--- config.mk ---
export PLATFORM = sky130hd
export DESIGN_NAME = codec_serial_engine
export DESIGN_NICKNAME = d
export VERILOG_FILES = /design/src/rtl/csp_pkg.sv /design/src/rtl/csp_clkgen.sv /design/src/rtl/csp_rx.sv /design/src/rtl/csp_tx.sv /design/src/rtl/codec_serial_engine.sv
export SDC_FILE = /design/constraint.sdc
export NUM_CORES = 1
export LEC_CHECK = 0
export BUFFER_PORTS_ARGS = -buffer_cell sky130_fd_sc_hd__buf_2
export CORE_MARGIN = 2
export CORE_UTILIZATION = 58
export DETAILED_ROUTE_END_ITERATION = 12
export GPL_TIMING_DRIVEN = 0
export PLACE_DENSITY = 0.8
export SYNTH_ARGS = -nofsm -noshare
export SYNTH_HDL_FRONTEND = slang
export SYNTH_SLANG_ARGS = --single-unit
--- constraint.sdc ---
create_clock -name clk -period 2.7 [get_ports clk]
set_input_delay 0.27 -clock clk [delete_from_list [all_inputs] [get_ports clk]]
set_output_delay 0.27 -clock clk [all_outputs]
set_load 0.01 [all_outputs]
--- src/rtl/csp_pkg.sv ---
package csp_pkg;
    typedef enum logic [1:0] {
        TX_OFF  = 2'd0,
        TX_WAKE = 2'd1,
        TX_RUN  = 2'd2
    } tx_mode_e;
endpackage

--- src/rtl/csp_clkgen.sv ---
module csp_clkgen #(
    parameter int DIV = 5,
    parameter int LOW = 3
) (
    input  logic clk,
    input  logic rst_n,
    output logic sclk,
    output logic rise_tick,
    output logic fall_tick
);
    localparam int PW = $clog2(DIV);

    typedef struct packed {
        logic [PW-1:0] ph;
    } st_t;

    st_t q, d;

    always_comb begin
        d = q;
        if (q.ph == PW'(DIV - 1)) d.ph = '0;
        else                      d.ph = q.ph + 1'b1;
    end

    always_ff @(posedge clk or negedge rst_n) begin
        if (!rst_n) q <= '0;
        else        q <= d;
    end

    assign sclk      = (q.ph >= PW'(LOW));
    assign rise_tick = (q.ph == PW'(LOW - 1));
    assign fall_tick = (q.ph == PW'(DIV - 1));

    generate
        if (DIV == 5 && LOW == 3) begin : g_chk

            sclk_low3_chk: assert property (@(posedge clk) disable iff (!rst_n)
                $fell(sclk) |=> !sclk ##1 !sclk ##1 sclk);

            sclk_high2_chk: assert property (@(posedge clk) disable iff (!rst_n)
                $rose(sclk) |=> sclk ##1 !sclk);
        end
    endgenerate
endmodule

--- src/rtl/csp_rx.sv ---
module csp_rx #(
    parameter int W = 16
) (
    input  logic         clk,
    input  logic         rst_n,
    input  logic         cs,
    input  logic         smp_tick,
    input  logic         frm,
    input  logic         sdi,
    input  logic         dc,
    output logic [W-1:0] word,
    output logic         is_data,
    output logic         stb
);
    localparam int CW = $clog2(W);

    typedef struct packed {
        logic          act;
        logic          tag;
        logic [CW-1:0] cnt;
        logic [W-1:0]  sh;
        logic [W-1:0]  word;
        logic          is_data;
        logic          stb;
    } st_t;

    st_t q, d;

    always_comb begin
        d     = q;
        d.stb = 1'b0;
        if (!cs) begin
            d.act = 1'b0;
        end else if (smp_tick) begin
            if (q.act) begin
                d.sh = {q.sh[W-2:0], sdi};
                if (q.cnt == CW'(W - 1)) begin
                    d.word    = {q.sh[W-2:0], sdi};
                    d.is_data = q.tag;
                    d.stb     = 1'b1;
                    d.act     = frm;
                    d.tag     = dc;
                    d.cnt     = '0;
                end else begin
                    d.cnt = q.cnt + 1'b1;
                end
            end else if (frm) begin
                d.act = 1'b1;
                d.tag = dc;
                d.cnt = '0;
            end
        end
    end

    always_ff @(posedge clk or negedge rst_n) begin
        if (!rst_n) q <= '0;
        else        q <= d;
    end

    assign word    = q.word;
    assign is_data = q.is_data;
    assign stb     = q.stb;


    cs_block_chk: assert property (@(posedge clk) disable iff (!rst_n)
        !cs |=> !q.stb);

    stb_edge_chk: assert property (@(posedge clk) disable iff (!rst_n)
        q.stb |-> $past(smp_tick));
endmodule

--- src/rtl/csp_tx.sv ---
module csp_tx
    import csp_pkg::*;
#(
    parameter int W     = 16,
    parameter int FRAME = 325,
    parameter int WAKE  = 410
) (
    input  logic         clk,
    input  logic         rst_n,
    input  logic         rise_tick,
    input  logic         en,
    input  logic [W-1:0] sample,
    output logic         sofs,
    output logic         sdo,
    output logic         fire
);
    localparam int FCW = $clog2(FRAME);
    localparam int WCW = $clog2(WAKE);

    typedef struct packed {
        tx_mode_e       mode;
        logic [WCW-1:0] wcnt;
        logic [FCW-1:0] fcnt;
        logic [W-1:0]   sh;
        logic           sofs;
        logic           sdo;
        logic           fire;
    } st_t;

    st_t  q, d;
    logic start;

    always_comb begin
        d      = q;
        d.fire = 1'b0;
        start  = 1'b0;
        if (!en) begin
            d.mode = TX_OFF;
            d.wcnt = '0;
            d.fcnt = '0;
            d.sofs = 1'b0;
            d.sdo  = 1'b0;
        end else begin
            case (q.mode)
                TX_OFF: begin
                    d.mode = TX_WAKE;
                    d.wcnt = '0;
                end
                TX_WAKE: begin
                    if (rise_tick) begin
                        if (q.wcnt == WCW'(WAKE - 1)) start  = 1'b1;
                        else                          d.wcnt = q.wcnt + 1'b1;
                    end
                end
                default: begin
                    if (rise_tick) begin
                        if (q.fcnt == FCW'(FRAME - 1)) begin
                            start = 1'b1;
                        end else begin
                            d.fcnt = q.fcnt + 1'b1;
                            d.sofs = 1'b0;
                            if (q.fcnt < FCW'(W)) begin
                                d.sdo = q.sh[W-1];
                                d.sh  = q.sh << 1;
                            end else begin
                                d.sdo = 1'b0;
                            end
                        end
                    end
                end
            endcase
            if (start) begin
                d.mode = TX_RUN;
                d.fcnt = '0;
                d.sofs = 1'b1;
                d.sdo  = 1'b0;
                d.sh   = sample;
                d.fire = 1'b1;
            end
        end
    end

    always_ff @(posedge clk or negedge rst_n) begin
        if (!rst_n) begin
            q      <= '0;
            q.mode <= TX_OFF;
        end else begin
            q <= d;
        end
    end

    assign sofs = q.sofs;
    assign sdo  = q.sdo;
    assign fire = q.fire;


    idle_quiet_chk: assert property (@(posedge clk) disable iff (!rst_n)
        !en |=> (!sofs && !sdo));

    sync_no_data_chk: assert property (@(posedge clk) disable iff (!rst_n)
        sofs |-> !sdo);
endmodule

--- src/rtl/codec_serial_engine.sv ---
module codec_serial_engine #(
    parameter int DATA_W      = 16,
    parameter int CLK_DIV     = 5,
    parameter int SCLK_LOW    = 3,
    parameter int FRAME_SCLKS = 325,
    parameter int WAKE_SCLKS  = 410
) (
    input  logic              clk,
    input  logic              rst_n,
    input  logic              cs_i,
    input  logic              host_fs_i,
    input  logic              host_sd_i,
    input  logic              host_dc_i,
    input  logic              run_dig_i,
    input  logic              run_ana_i,
    input  logic [DATA_W-1:0] tx_sample_i,
    output logic              sclk_o,
    output logic              sd_o,
    output logic              fs_o,
    output logic              drive_en_o,
    output logic [DATA_W-1:0] rx_word_o,
    output logic              rx_is_data_o,
    output logic              rx_stb_o,
    output logic [DATA_W-1:0] play_word_o,
    output logic              play_stb_o
);
    logic sclk_int, rise_tick, fall_tick;
    logic tx_sofs, tx_sdo, tx_fire;
    logic tx_en;

    assign tx_en = run_dig_i & run_ana_i;

    csp_clkgen #(.DIV(CLK_DIV), .LOW(SCLK_LOW)) u_clk (
        .clk       (clk),
        .rst_n     (rst_n),
        .sclk      (sclk_int),
        .rise_tick (rise_tick),
        .fall_tick (fall_tick)
    );

    csp_rx #(.W(DATA_W)) u_rx (
        .clk      (clk),
        .rst_n    (rst_n),
        .cs       (cs_i),
        .smp_tick (fall_tick),
        .frm      (host_fs_i),
        .sdi      (host_sd_i),
        .dc       (host_dc_i),
        .word     (rx_word_o),
        .is_data  (rx_is_data_o),
        .stb      (rx_stb_o)
    );

    csp_tx #(.W(DATA_W), .FRAME(FRAME_SCLKS), .WAKE(WAKE_SCLKS)) u_tx (
        .clk       (clk),
        .rst_n     (rst_n),
        .rise_tick (rise_tick),
        .en        (tx_en),
        .sample    (tx_sample_i),
        .sofs      (tx_sofs),
        .sdo       (tx_sdo),
        .fire      (tx_fire)
    );

    typedef struct packed {
        logic [DATA_W-1:0] held;
        logic [DATA_W-1:0] play;
        logic              pstb;
    } st_t;

    st_t q, d;

    always_comb begin
        d      = q;
        d.pstb = 1'b0;
        if (rx_stb_o && rx_is_data_o) d.held = rx_word_o;
        if (tx_fire) begin
            d.play = d.held;
            d.pstb = 1'b1;
        end
    end

    always_ff @(posedge clk or negedge rst_n) begin
        if (!rst_n) q <= '0;
        else        q <= d;
    end

    assign play_word_o = q.play;
    assign play_stb_o  = q.pstb;
    assign sclk_o      = cs_i & sclk_int;
    assign sd_o        = cs_i & tx_sdo;
    assign fs_o        = cs_i & tx_sofs;
    assign drive_en_o  = cs_i;


    play_after_sync_chk: assert property (@(posedge clk) disable iff (!rst_n)
        play_stb_o |-> $past(tx_fire));

    play_needs_run_chk: assert property (@(posedge clk) disable iff (!rst_n)
        (!tx_en && !$past(tx_en)) |-> !play_stb_o);
endmodule

# Word level (Yosys, flattened, before mapping)
# Index checks and enable logic that the tools add are counted.
[op_classes] order_cmp=2 n_mux=32 bitwise_logic=4 add_sub_neg=4 n_eq_ne=17 n_reduce_logical=13
[op_table] cell="$mux W27" n=3
[op_table] cell="$mux W40" n=1
[op_table] cell="$mux W34" n=1
[op_table] cell="$mux W16" n=2
[op_table] cell="$mux W28" n=1
[op_table] cell="$ne A3 B3 Y1 const B" n=7
[op_table] cell="$mux W20" n=1
[op_table] cell="$add A9 B1 Y9 const B" n=2
[op_table] cell="$eq A9 B9 Y1 const B" n=2
[op_table] cell="$mux W18" n=1
[op_table] cell="$mux W9" n=2
[op_table] cell="$pmux W9 S2" n=1
[op_table] cell="$mux W6" n=2
[op_table] cell="$reduce_and A3 Y1" n=4
[op_table] cell="$mux W1" n=10
[op_table] cell="$lt A9 B5 Y1 const B" n=1
[op_table] cell="$mux W2" n=4
[op_table] cell="$reduce_and A4 Y1" n=2
[op_table] cell="$reduce_bool A2 Y1" n=3
[op_table] cell="$reduce_and A5 Y1" n=1
[op_table] cell="$add A4 B1 Y4 const B" n=1
[op_table] cell="$and A1 B1 Y1" n=4
[op_table] cell="$eq A4 B4 Y1 const B" n=1
[op_table] cell="$mux W4" n=1
[op_table] cell="other kinds (12)" n=14
[totals] elab_cells=90 in_bits=24 out_inout_bits=39 regBits=115

# Logic depth before layout (Yosys ltp)
# Gate-level depths: netlist (run 1).
[depth] ltp_word=7 ltp_mapped=9 depth_no_buf=7

# Modules after synthesis
# From an unflattened synthesis (run 1), not the netlist that was laid out.
[hier_totals] cells_unflattened=483 area_unflattened_um2=5626.6
[modules_own_cells] module="csp_tx" seq_area_each_um2=975.9 instances=1 cells_each=209 area_each_um2=2282.2
[modules_own_cells] module="csp_rx" seq_area_each_um2=975.9 instances=1 cells_each=116 area_each_um2=1670.4
[modules_own_cells] module="codec_serial_engine" seq_area_each_um2=825.8 instances=1 cells_each=143 area_each_um2=1506.4
[modules_own_cells] module="csp_clkgen" seq_area_each_um2=75.1 instances=1 cells_each=15 area_each_um2=167.7

# Worst setup path after synthesis (run 1)
# Ideal clock, no wire load.
[synth_timing] kind="reg2reg" startpoint="register u_tx.q[30] in the netlist's numbering" endpoint="register u_tx.q[10] in the netlist's numbering" required_time_ns=2.579 stages_incl_launch_ff=8 setup_time_ns=0.121 n_path_buf=2 synth_period_minus_slack_ns=2.197 arrival_ns=2.076 setup_slack_ns=0.503 cell_sequence="dfrtp_1 or4b_4 nor4_4 or2_1 buf_6 o21ai_4 buf_6 a22o_1"
[synth_between] elab_chain_len=7 elab_cells_between_ends=11 classes_between="3 x eq/ne; 5 x mux; 3 x reduce/logical"
[synth_lines] element="start, declared" line="csp_tx.sv:30" source="st_t q, d;"
[synth_lines] element="$eq A9 B9 Y1 *" line="csp_tx.sv:51" source="if (q.wcnt == WCW'(WAKE - 1)) start = 1'b1;"
[synth_lines] element="$mux W1 *" line="csp_tx.sv:51"
[synth_lines] element="$mux W1 *" line="csp_tx.sv:50" source="if (rise_tick) begin"
[synth_lines] element="$pmux W1 S2 *" line="csp_tx.sv:44" source="case (q.mode)"
[synth_lines] element="$mux W1 *" line="csp_tx.sv:37" source="if (!en) begin"
[synth_lines] element="$ne A2 B2 Y1 (no source line), or another cell as far along"
[synth_lines] element="$reduce_and A5 Y1 (no source line)"
# Mark *: on every way between the ends. The rest lies on a longest branch, timed or not. The select of a mux whose other input is x is not followed.
# A chain may end at the register's enable or synchronous reset.

# Worst setup path in the final report (run 1)
[layout_timing] startpoint="register u_tx.q[30] in the netlist's numbering" endpoint="register u_tx.q[12] in the netlist's numbering"
# The elaborated chain is that of the path after synthesis.

==> results.rst, run 1 <==
.. list-table::
   :header-rows: 1

   * - Metric
     - Value
   * - Clock latency at the later pin of the worst-skew pair
     - 510 ps
   * - Setup-failing EPs final
     - 0
   * - Critical path peak fanout
     - 10
   * - Area added between synthesis and finish
     - 20.94%
   * - Total clock sinks
     - 114
   * - Total half-perimeter wirelength after legalization and detailed placement
     - 6637 um
   * - Number of buffers added by the clock tree synthesis step
     - 17
   * - Net switching power figure
     - 0.0008581 W
   * - CORE AREA
     - 8721 um^2
   * - Maximum number of pins on one net before global-route repair
     - 65
   * - Placed inst area
     - 5715 um^2
   * - Kind of critical path
     - register to register
   * - Routed WL per cell
     - 15.87 um
   * - Critical Path AT
     - 2900 ps
   * - Clock root buffer
     - clkbuf_8
   * - Number of rows in the core area
     - 34
   * - Leak
     - 3.192 nW
   * - Part of the power in the clock network
     - 0.548
   * - Nets in the synthesized netlist
     - 480
   * - Worst-path cell with the longest stage delay
     - or4b_4
   * - Number of warnings issued by yosys
     - 0
   * - Die Y-Extent
     - 99.05 um
   * - Total number of vias
     - 3,667
   * - Post-synthesis cell count
     - 447
   * - Horizontal die dimension
     - 99.05 um
   * - Worst setup EP type
     - register
   * - Critical path launch point type
     - register
   * - Seq cells post-synth
     - 114
   * - Post-detailed-routing wire length
     - 10,320 um
   * - Layout cell share with drive strength beyond 1
     - 0.3745
   * - MaxCap Viol Count
     - 0
   * - Rel. slew slack
     - 0.5439
   * - Result of the run
     - completed
   * - Synth async-reset ratio
     - 1.000
   * - Max-slew violation total from the final report
     - 0
   * - Register share of total power
     - 0.426
   * - Via count of the first global-routing pass
     - 3,689
   * - Cell variety after synth
     - 49
   * - Internal Dissipation
     - 0.003217 W
   * - Post-layout nets
     - 563
   * - Antenna cells
     - 0
   * - Combinational Power Share
     - 0.026
   * - Count of filler cells inserted in the layout
     - 600
   * - Worst Max-Slew Pin Slew
     - 684.2 ps
   * - Number of routed nets with antenna violations
     - 0
   * - Share of the yosys chip area belonging to registers
     - 0.5444
   * - Post-synthesis instance area
     - 5240 um^2
   * - CTS H-Tree Depth
     - 4
   * - Total negative slack
     - 0 ps
   * - Drt initial violations
     - 198
   * - Post-route clock skew
     - 6.410 ps
   * - IO Count
     - 63
   * - Class of the tightest hold or removal check
     - primary input to register
   * - Dominant synthesized flop cell
     - dfrtp_1
   * - Total congestion overflow after global routing
     - 0
   * - TritonCTS clock tree
     - built
   * - Die Area
     - 9811 um^2
   * - I/O Buffers
     - 62
   * - Number of enable-type register cells in the synthesized netlist
     - 0
   * - Average instance area after synthesis
     - 11.72 um^2
   * - Starting Density
     - 0.6009
   * - Cell count after placement
     - 618
   * - Final instance count without filler cells
     - 650
   * - Pwr dens
     - 643.1 nW/um^2
   * - Endpoints failing hold
     - 0
   * - Total non-filler cell area in the finished layout
     - 6337 um^2
   * - Maximum root-to-sink buffer count
     - 2
   * - Clock transition time at the flip-flop clock pins of the worst setup and hold paths
     - 60 ps
   * - Period utilisation layout
     - 0.9256
   * - Fraction of power spent switching nets
     - 0.2106
   * - Min cycle time layout
     - 2499 ps
   * - Largest vdd supply drop
     - 479.7 uV
   * - Setup repair after global routing missed its margin
     - false
   * - Total global-route track usage
     - 0.2271
   * - Peak Freq
     - 400.2 MHz
   * - Initial DRT Pass Iterations
     - 4
   * - First-pass GRT wire length
     - 17,770 um
   * - Via-per-instance ratio
     - 5.642
   * - Number of antenna violations at the first check in global routing
     - 0
   * - DR DRC count
     - 0
   * - Required time of the critical path
     - 3100 ps
   * - Final GP Congestion
     - 0.8895
   * - Max stage delay on crit path
     - 600 ps
   * - Ordered list of cells on the worst path
     - or4b_4 > nor4_4 > or2_1 > buf_6 > buf_2 > o21ai_0 > a22o_1
-- path summary, 6_finish.rpt --
path / from / to / slack, ps / depth (start not counted)
hold / removal: host_sd_i / u_rx.word[0]$_DFFE_PN0P_ / 20 / 2
hold reg to reg: u_tx.fire$_DFF_PN0_ / play_stb_o$_DFF_PN0_ / 400 / 0
min in group asynchronous: rst_n / q[19]$_DFF_PN0_ / 330 / 2
max in group asynchronous: rst_n / u_tx.q[8]$_DFFE_PN0P_ / 1650 / 3
setup / recovery: u_tx.q[30]$_DFFE_PN0P_ / u_tx.q[12]$_DFFE_PN0P_ / 200 / 7
setup reg to reg: u_tx.q[30]$_DFFE_PN0P_ / u_tx.q[12]$_DFFE_PN0P_ / 200 / 7
-- cells in the final DEF (no fill, tap or decap), drive strengths merged, types with 5 or more instances in the layout --
| cell type | count |
|---|---|
| a21oi | 17 |
| dfrtp | 114 |
| ha | 9 |
| nand2b | 8 |
| clkbuf | 30 |
| nor3 | 5 |
| o21ai | 39 |
| a22o | 16 |
| inv | 11 |
| mux2 | 65 |
| a31oi | 7 |
| nand2 | 36 |
| buf | 102 |
| nand3 | 12 |
| and2 | 5 |
| nor2 | 15 |
-- area by class of cell --
| cell class | instances | area [um^2] | area share |
|---|---|---|---|
| inverters | 9 | 33.78 | 0.005331 |
| well taps | 108 | 135.1 | 0.02132 |
| clock inverters | 12 | 156.4 | 0.02468 |
| multi-input cells | 274 | 2037 | 0.3214 |
| plain buffers | 50 | 330.3 | 0.05212 |
| clock buffers | 19 | 441.7 | 0.06969 |
| flip-flops and latches | 114 | 2853 | 0.4501 |
| repair buffers | 64 | 350.3 | 0.05528 |
-- cell families after synthesis --
family | count (synthesis) | share of synthesized area
buffers and inverters | 59 | 0.06948
AOI/OAI and AO/OA | 97 | 0.1177
and+or+nand+nor | 101 | 0.1034
muxes | 67 | 0.1435
DFF | 114 | 0.5444
adders and majority gates | 9 | 0.02149
-- cell usage after synthesis, types with 3 or more instances --
| cell type | count | share of area |
|---|---|---|
| nand3_1 | 12 | 0.011 |
| buf_4 | 33 | 0.047 |
| a31oi_1 | 7 | 0.0084 |
| buf_2 | 3 | 0.0029 |
| a21oi_1 | 17 | 0.016 |
| ha_1 | 9 | 0.021 |
| nand2_1 | 36 | 0.026 |
| or3_1 | 4 | 0.0048 |
| and2_1 | 5 | 0.0060 |
| nand2b_1 | 8 | 0.0096 |
| inv_1 | 9 | 0.0064 |
| nor2_1 | 14 | 0.010 |
| nor3_1 | 3 | 0.0029 |
| mux2_2 | 64 | 0.14 |
| dfrtp_1 | 114 | 0.54 |
| a22o_1 | 16 | 0.027 |
| o21ai_0 | 38 | 0.036 |
| o22ai_1 | 4 | 0.0048 |
| nor2b_1 | 3 | 0.0036 |
| clkbuf_1 | 11 | 0.0079 |
-- power by group through the flow --
stage | Clock, W | Combinational (W) | Sequential (W)
2_1_floorplan | 0 | 0.0000407 | 0.00176
3_3_place_gp | 0 | 0.0000978 | 0.00176
3_5_place_dp | 0 | 0.000108 | 0.00176
4_1_cts | 0.00226 | 0.000109 | 0.00174
5_1_grt | 0.00236 | 0.000122 | 0.00174
6_report | 0.00223 | 0.000106 | 0.00174
-- flip-flops by register name (all words and copies together) (netlist names) --
signal / flops
u_tx.sdo: 1
u_tx.q: 36
play_word_o: 16
q: 16
u_rx.word: 16
u_clk.q: 3
u_rx.q: 21
u_tx.fire: 1
play_stb_o: 1
u_tx.sofs: 1
u_rx.is_data: 1
u_rx.stb: 1
-- per-stage QoR --
step,power (W),hold WS (ps),utilization,setup WS (ps)
finish,0.004075,18.07,0.7267,200.9
global route,0.004215,6.469,0.7267,13.64
CTS,0.004104,4.295,0.7251,70.25
detailed placement,0.001872,348.0,0.6554,119.3
global placement,0.001862,390.6,0.6519,73.52
floorplan,0.001803,-25.59,-,502.9
-- worst max-delay path, delay by kind of cell (launching register included) --
family	cells	cell delay, ps
flip-flops	1	440
AO/OA/AOI/OAI	2	320
buffers and inverters	2	340
AND/OR/NAND/NOR	3	1280
-- timing repair --
item,4_1_cts,5_1_grt
hold endpoints to repair,50,0
hold buffers,1,0
buffers inserted,0,0
resized for setup,0,2
setup endpoints to repair,0,25
-- layer usage --
| layer | vias up | wire [um] | track usage |
|---|---|---|---|
| li1 | 1738 | - | - |
| met1 | 1817 | 4456 | 0.2980 |
| met2 | 97 | 5333 | 0.3784 |
| met3 | 15 | 406 | 0.04752 |
| met4 | 0 | 121 | 0.07692 |
| met5 | - | 0 | 0 |
Note: power is estimated with default switching activity, not from simulation.
==> inputs of run 2 (changes only) <==
--- a/config.mk
+++ b/config.mk
@@ -10,7 +10,7 @@
 export CORE_UTILIZATION = 58
 export DETAILED_ROUTE_END_ITERATION = 12
 export GPL_TIMING_DRIVEN = 0
-export PLACE_DENSITY = 0.8
+export PLACE_DENSITY = 0.87
 export SYNTH_ARGS = -nofsm -noshare
 export SYNTH_HDL_FRONTEND = slang
 export SYNTH_SLANG_ARGS = --single-unit
==> run 2 against run 1 <==
Compared with the run above:
- clock power is essentially flat
- sequential power is essentially flat
- global-route usage shrank 0.081 points
- fmax grew 1.5%
- register-to-register slack gained 40 ps
- setup slack gained 37 ps
- largest cell class unchanged
- largest power group unchanged
==> results.rst, run 2 (synthesized netlist as in run 1, its figures left out) <==
.. list-table::
   :header-rows: 1

   * - Metric
     - Value
   * - Min cycle time layout
     - 2462 ps (-37.10 ps)
   * - Post-detailed-routing wire length
     - 10,560 um (+2.4%)
   * - Combinational Power Share
     - 0.026 (about the same)
   * - Final core occ
     - 0.7287 (+0.002008)
   * - Starting Density
     - 0.6009 (unchanged)
   * - Post-layout nets
     - 565 (+0.36%)
   * - Min-Delay Startpoint
     - host_sd_i
   * - Worst setup EP type
     - register
   * - Clock root buffer
     - clkbuf_8
   * - Part of the power in the clock network
     - 0.548 (about the same)
   * - Most used cells in the layout excluding fill and tap cells
     - dfrtp_1, mux2_2, buf_2, o21ai_0, nand2_1
   * - Combined flip-flop and latch cell area
     - 2853 um^2 (unchanged)
   * - Critical path peak fanout
     - 10 (unchanged)
   * - Clock latency at the later pin of the worst-skew pair
     - 510 ps (about the same)
   * - Worst-path cell with the longest stage delay
     - or4b_4
   * - Number of rows in the core area
     - 34 (unchanged)
   * - Final GP Congestion
     - 0.9081 (+2.1%)
   * - Slack of the worst reg-to-reg path
     - 240 ps (+40 ps)
   * - Maximum number of pins on one net before global-route repair
     - 62 (-4.6%)
   * - Routed WL per cell
     - 16.20 um (+2.1%)
   * - Pwr dens
     - 641.8 nW/um^2 (-0.20%)
   * - Net switching power figure
     - 0.0008971 W (+4.5%)
   * - Leading registers by flop count
     - u_tx.q (36), u_rx.q (21)
   * - First-pass GRT wire length
     - 17,670 um (-0.59%)
   * - IO Count
     - 63 (unchanged)
   * - Postcts setup bufs
     - 0 (unchanged)
   * - DR DRC count
     - 0 (unchanged)
   * - Via count of the first global-routing pass
     - 3,784 (+2.6%)
   * - Antenna cells
     - 0 (unchanged)
   * - Total negative slack
     - 0 ps (unchanged)
   * - Max stage delay on crit path
     - 600 ps (about the same)
   * - Number of buffers added by the clock tree synthesis step
     - 17 (unchanged)
   * - R2R depth
     - 7 (unchanged)
   * - Register share of total power
     - 0.425 (about the same)
   * - Max-slew violation total from the final report
     - 0 (unchanged)
   * - Total clock sinks
     - 114 (unchanged)
   * - Critical path launch point type
     - register
   * - TritonCTS clock tree
     - built
   * - Peak Freq
     - 406.2 MHz (+1.5%)
   * - Total global-route track usage
     - 0.2263 (-0.0008093)
   * - Leak
     - 3.195 nW (+0.11%)
   * - Kind of critical path
     - register to register
   * - Result of the run
     - completed
   * - Total number of vias
     - 3,715 (+1.3%)
   * - Hold path depth
     - 2 (unchanged)
   * - Layout cell share with drive strength beyond 1
     - 0.3732 (-0.001377)
   * - Clock transition time at the flip-flop clock pins of the worst setup and hold paths
     - 60 ps (about the same)
   * - Total half-perimeter wirelength after legalization and detailed placement
     - 7021 um (+5.8%)
   * - Die Area
     - 9811 um^2 (unchanged)
   * - Max FFs per register
     - 36 (unchanged)
   * - Required time of the critical path
     - 3100 ps (about the same)
   * - Internal Dissipation
     - 0.003181 W (-1.1%)
   * - Via-per-instance ratio
     - 5.698 (+1.0%)
   * - Die Y-Extent
     - 99.05 um (unchanged)
   * - I/O Buffers
     - 62 (unchanged)
   * - Class of the tightest hold or removal check
     - primary input to register
   * - Endpoints failing hold
     - 0 (unchanged)
   * - Multi-input combinational cell area
     - 2037 um^2 (unchanged)
   * - Number of antenna violations at the first check in global routing
     - 0 (unchanged)
   * - Setup repair after global routing missed its margin
     - false
   * - Area added between synthesis and finish
     - 21.27%
   * - Capturing point of the worst reg2reg path
     - u_tx.q[11]$_DFFE_PN0P_
   * - Total congestion overflow after global routing
     - 0 (unchanged)
   * - CTS H-Tree Depth
     - 4 (unchanged)
   * - Rel. slew slack
     - 0.5256 (-0.01824)
   * - Critical Path AT
     - 2860 ps (-40 ps)
   * - Critical path's most frequent cell
     - buf_6
   * - CORE AREA
     - 8721 um^2 (unchanged)
   * - Setup-failing EPs final
     - 0 (unchanged)
   * - Largest vdd supply drop
     - 407.5 uV (-15%)
   * - Worst Max-Slew Pin Slew
     - 711.6 ps (+27.37 ps)
   * - Maximum root-to-sink buffer count
     - 2 (unchanged)
   * - Hold worst-path end
     - u_rx.word[0]$_DFFE_PN0P_
   * - Post-route clock skew
     - 11.71 ps (+5.296 ps)
   * - Number of routed nets with antenna violations
     - 0 (unchanged)
   * - Count of filler cells inserted in the layout
     - 571 (-4.8%)
   * - Largest register by flop count
     - u_tx.q
   * - Fraction of power spent switching nets
     - 0.2200 (+0.009401)
   * - Period utilisation layout
     - 0.9118 (-0.01374)
   * - Startpoint of the most critical register-to-register path
     - u_tx.q[30]$_DFFE_PN0P_
   * - Horizontal die dimension
     - 99.05 um (unchanged)
   * - Initial DRT Pass Iterations
     - 5 (+1)
   * - Drt initial violations
     - 175 (-12%)
   * - Ordered list of cells on the worst path
     - or4b_4 > nor4_4 > or2_1 > buf_6 > o21ai_4 > buf_6 > a22o_1
   * - MaxCap Viol Count
     - 0 (unchanged)
   * - Most common cell after layout, fill and taps aside
     - dfrtp_1
[run 2: cell types whose count changed in the layout (fill, tap and decap cells not counted), sizes merged]
cell,previous run,this run
inv,11,13
dlygate4sd3,1,3
clkbuf,30,28
[run 2: repair_timing]
| item | 4_1_cts | 5_1_grt |
|---|---|---|
| endpoints found under the setup margin | 0 | 19 |
| resized for setup | 0 | 2 |
| endpoints found under the hold margin | 55 | 0 |
| hold buffers | 3 | 0 |
[run 2: area by class of cell]
cell class	count	area share
Clock buffer	17	0.06517
Buffer	50	0.05198
Multi-Input combinational cell	274	0.3205
Timing Repair Buffer	66	0.05828
Clock inverter	14	0.02855
Sequential cell	114	0.4489
Tap cell	108	0.02126
Inverter	9	0.005316
[run 2: how the worst max path moves through the flow]
stage,cells past startpoint,start,end
after CTS,9,u_clk.q[0]$_DFF_PN0_,u_tx.q[18]$_DFFE_PN0P_
final,7,u_tx.q[30]$_DFFE_PN0P_,u_tx.q[11]$_DFFE_PN0P_
after floorplan,7,u_tx.q[30]$_DFFE_PN0P_,u_tx.q[10]$_DFFE_PN0P_
after global routing,7,u_tx.q[30]$_DFFE_PN0P_,u_tx.q[11]$_DFFE_PN0P_
after global placement,1,rst_n,u_tx.q[7]$_DFFE_PN0P_
after detailed placement,9,u_clk.q[0]$_DFF_PN0_,u_tx.q[18]$_DFFE_PN0P_
[run 2: critical path, delay by kind of cell (launching register included)]
family          cells  cell delay [ps]
compound gates      2              340
buf+inv             2              310
flops               1              430
simple gates        3             1280
[run 2: layer usage]
metal / GRT usage / vias up / share of wire
li1: - / 1747 / -
met1: 0.2798 / 1849 / 0.42
met2: 0.3857 / 106 / 0.52
met3: 0.06738 / 13 / 0.048
met4: 0.06744 / 0 / 0.011
met5: 0 / - / 0
[run 2: per-stage QoR]
| stage | power, W | area, um^2 | hold WS [ps] | instances | setup slack (ps) |
|---|---|---|---|---|---|
| finish | 0.004078 | 6355 | 23.72 | 652 | 238.0 |
| global route | 0.004219 | 6355 | 11.08 | 652 | 87.23 |
| CTS | 0.004108 | 6341 | 5.724 | 652 | 158.3 |
| detailed placement | 0.001871 | 5715 | 359.4 | 618 | 163.2 |
| global placement | 0.001861 | 5685 | 392.6 | 617 | 102.6 |
| floorplan | 0.001803 | 5240 | -25.59 | 447 | 502.9 |
[run 2: power groups by stage]
stage,clock [W],sequential [W],combinational [W]
floorplan,0,0.00176,0.0000407
global placement,0,0.00176,0.0000967
detailed placement,0,0.00176,0.000106
CTS,0.00226,0.00173,0.000111
global route,0.00236,0.00174,0.000124
finish,0.00224,0.00174,0.000108
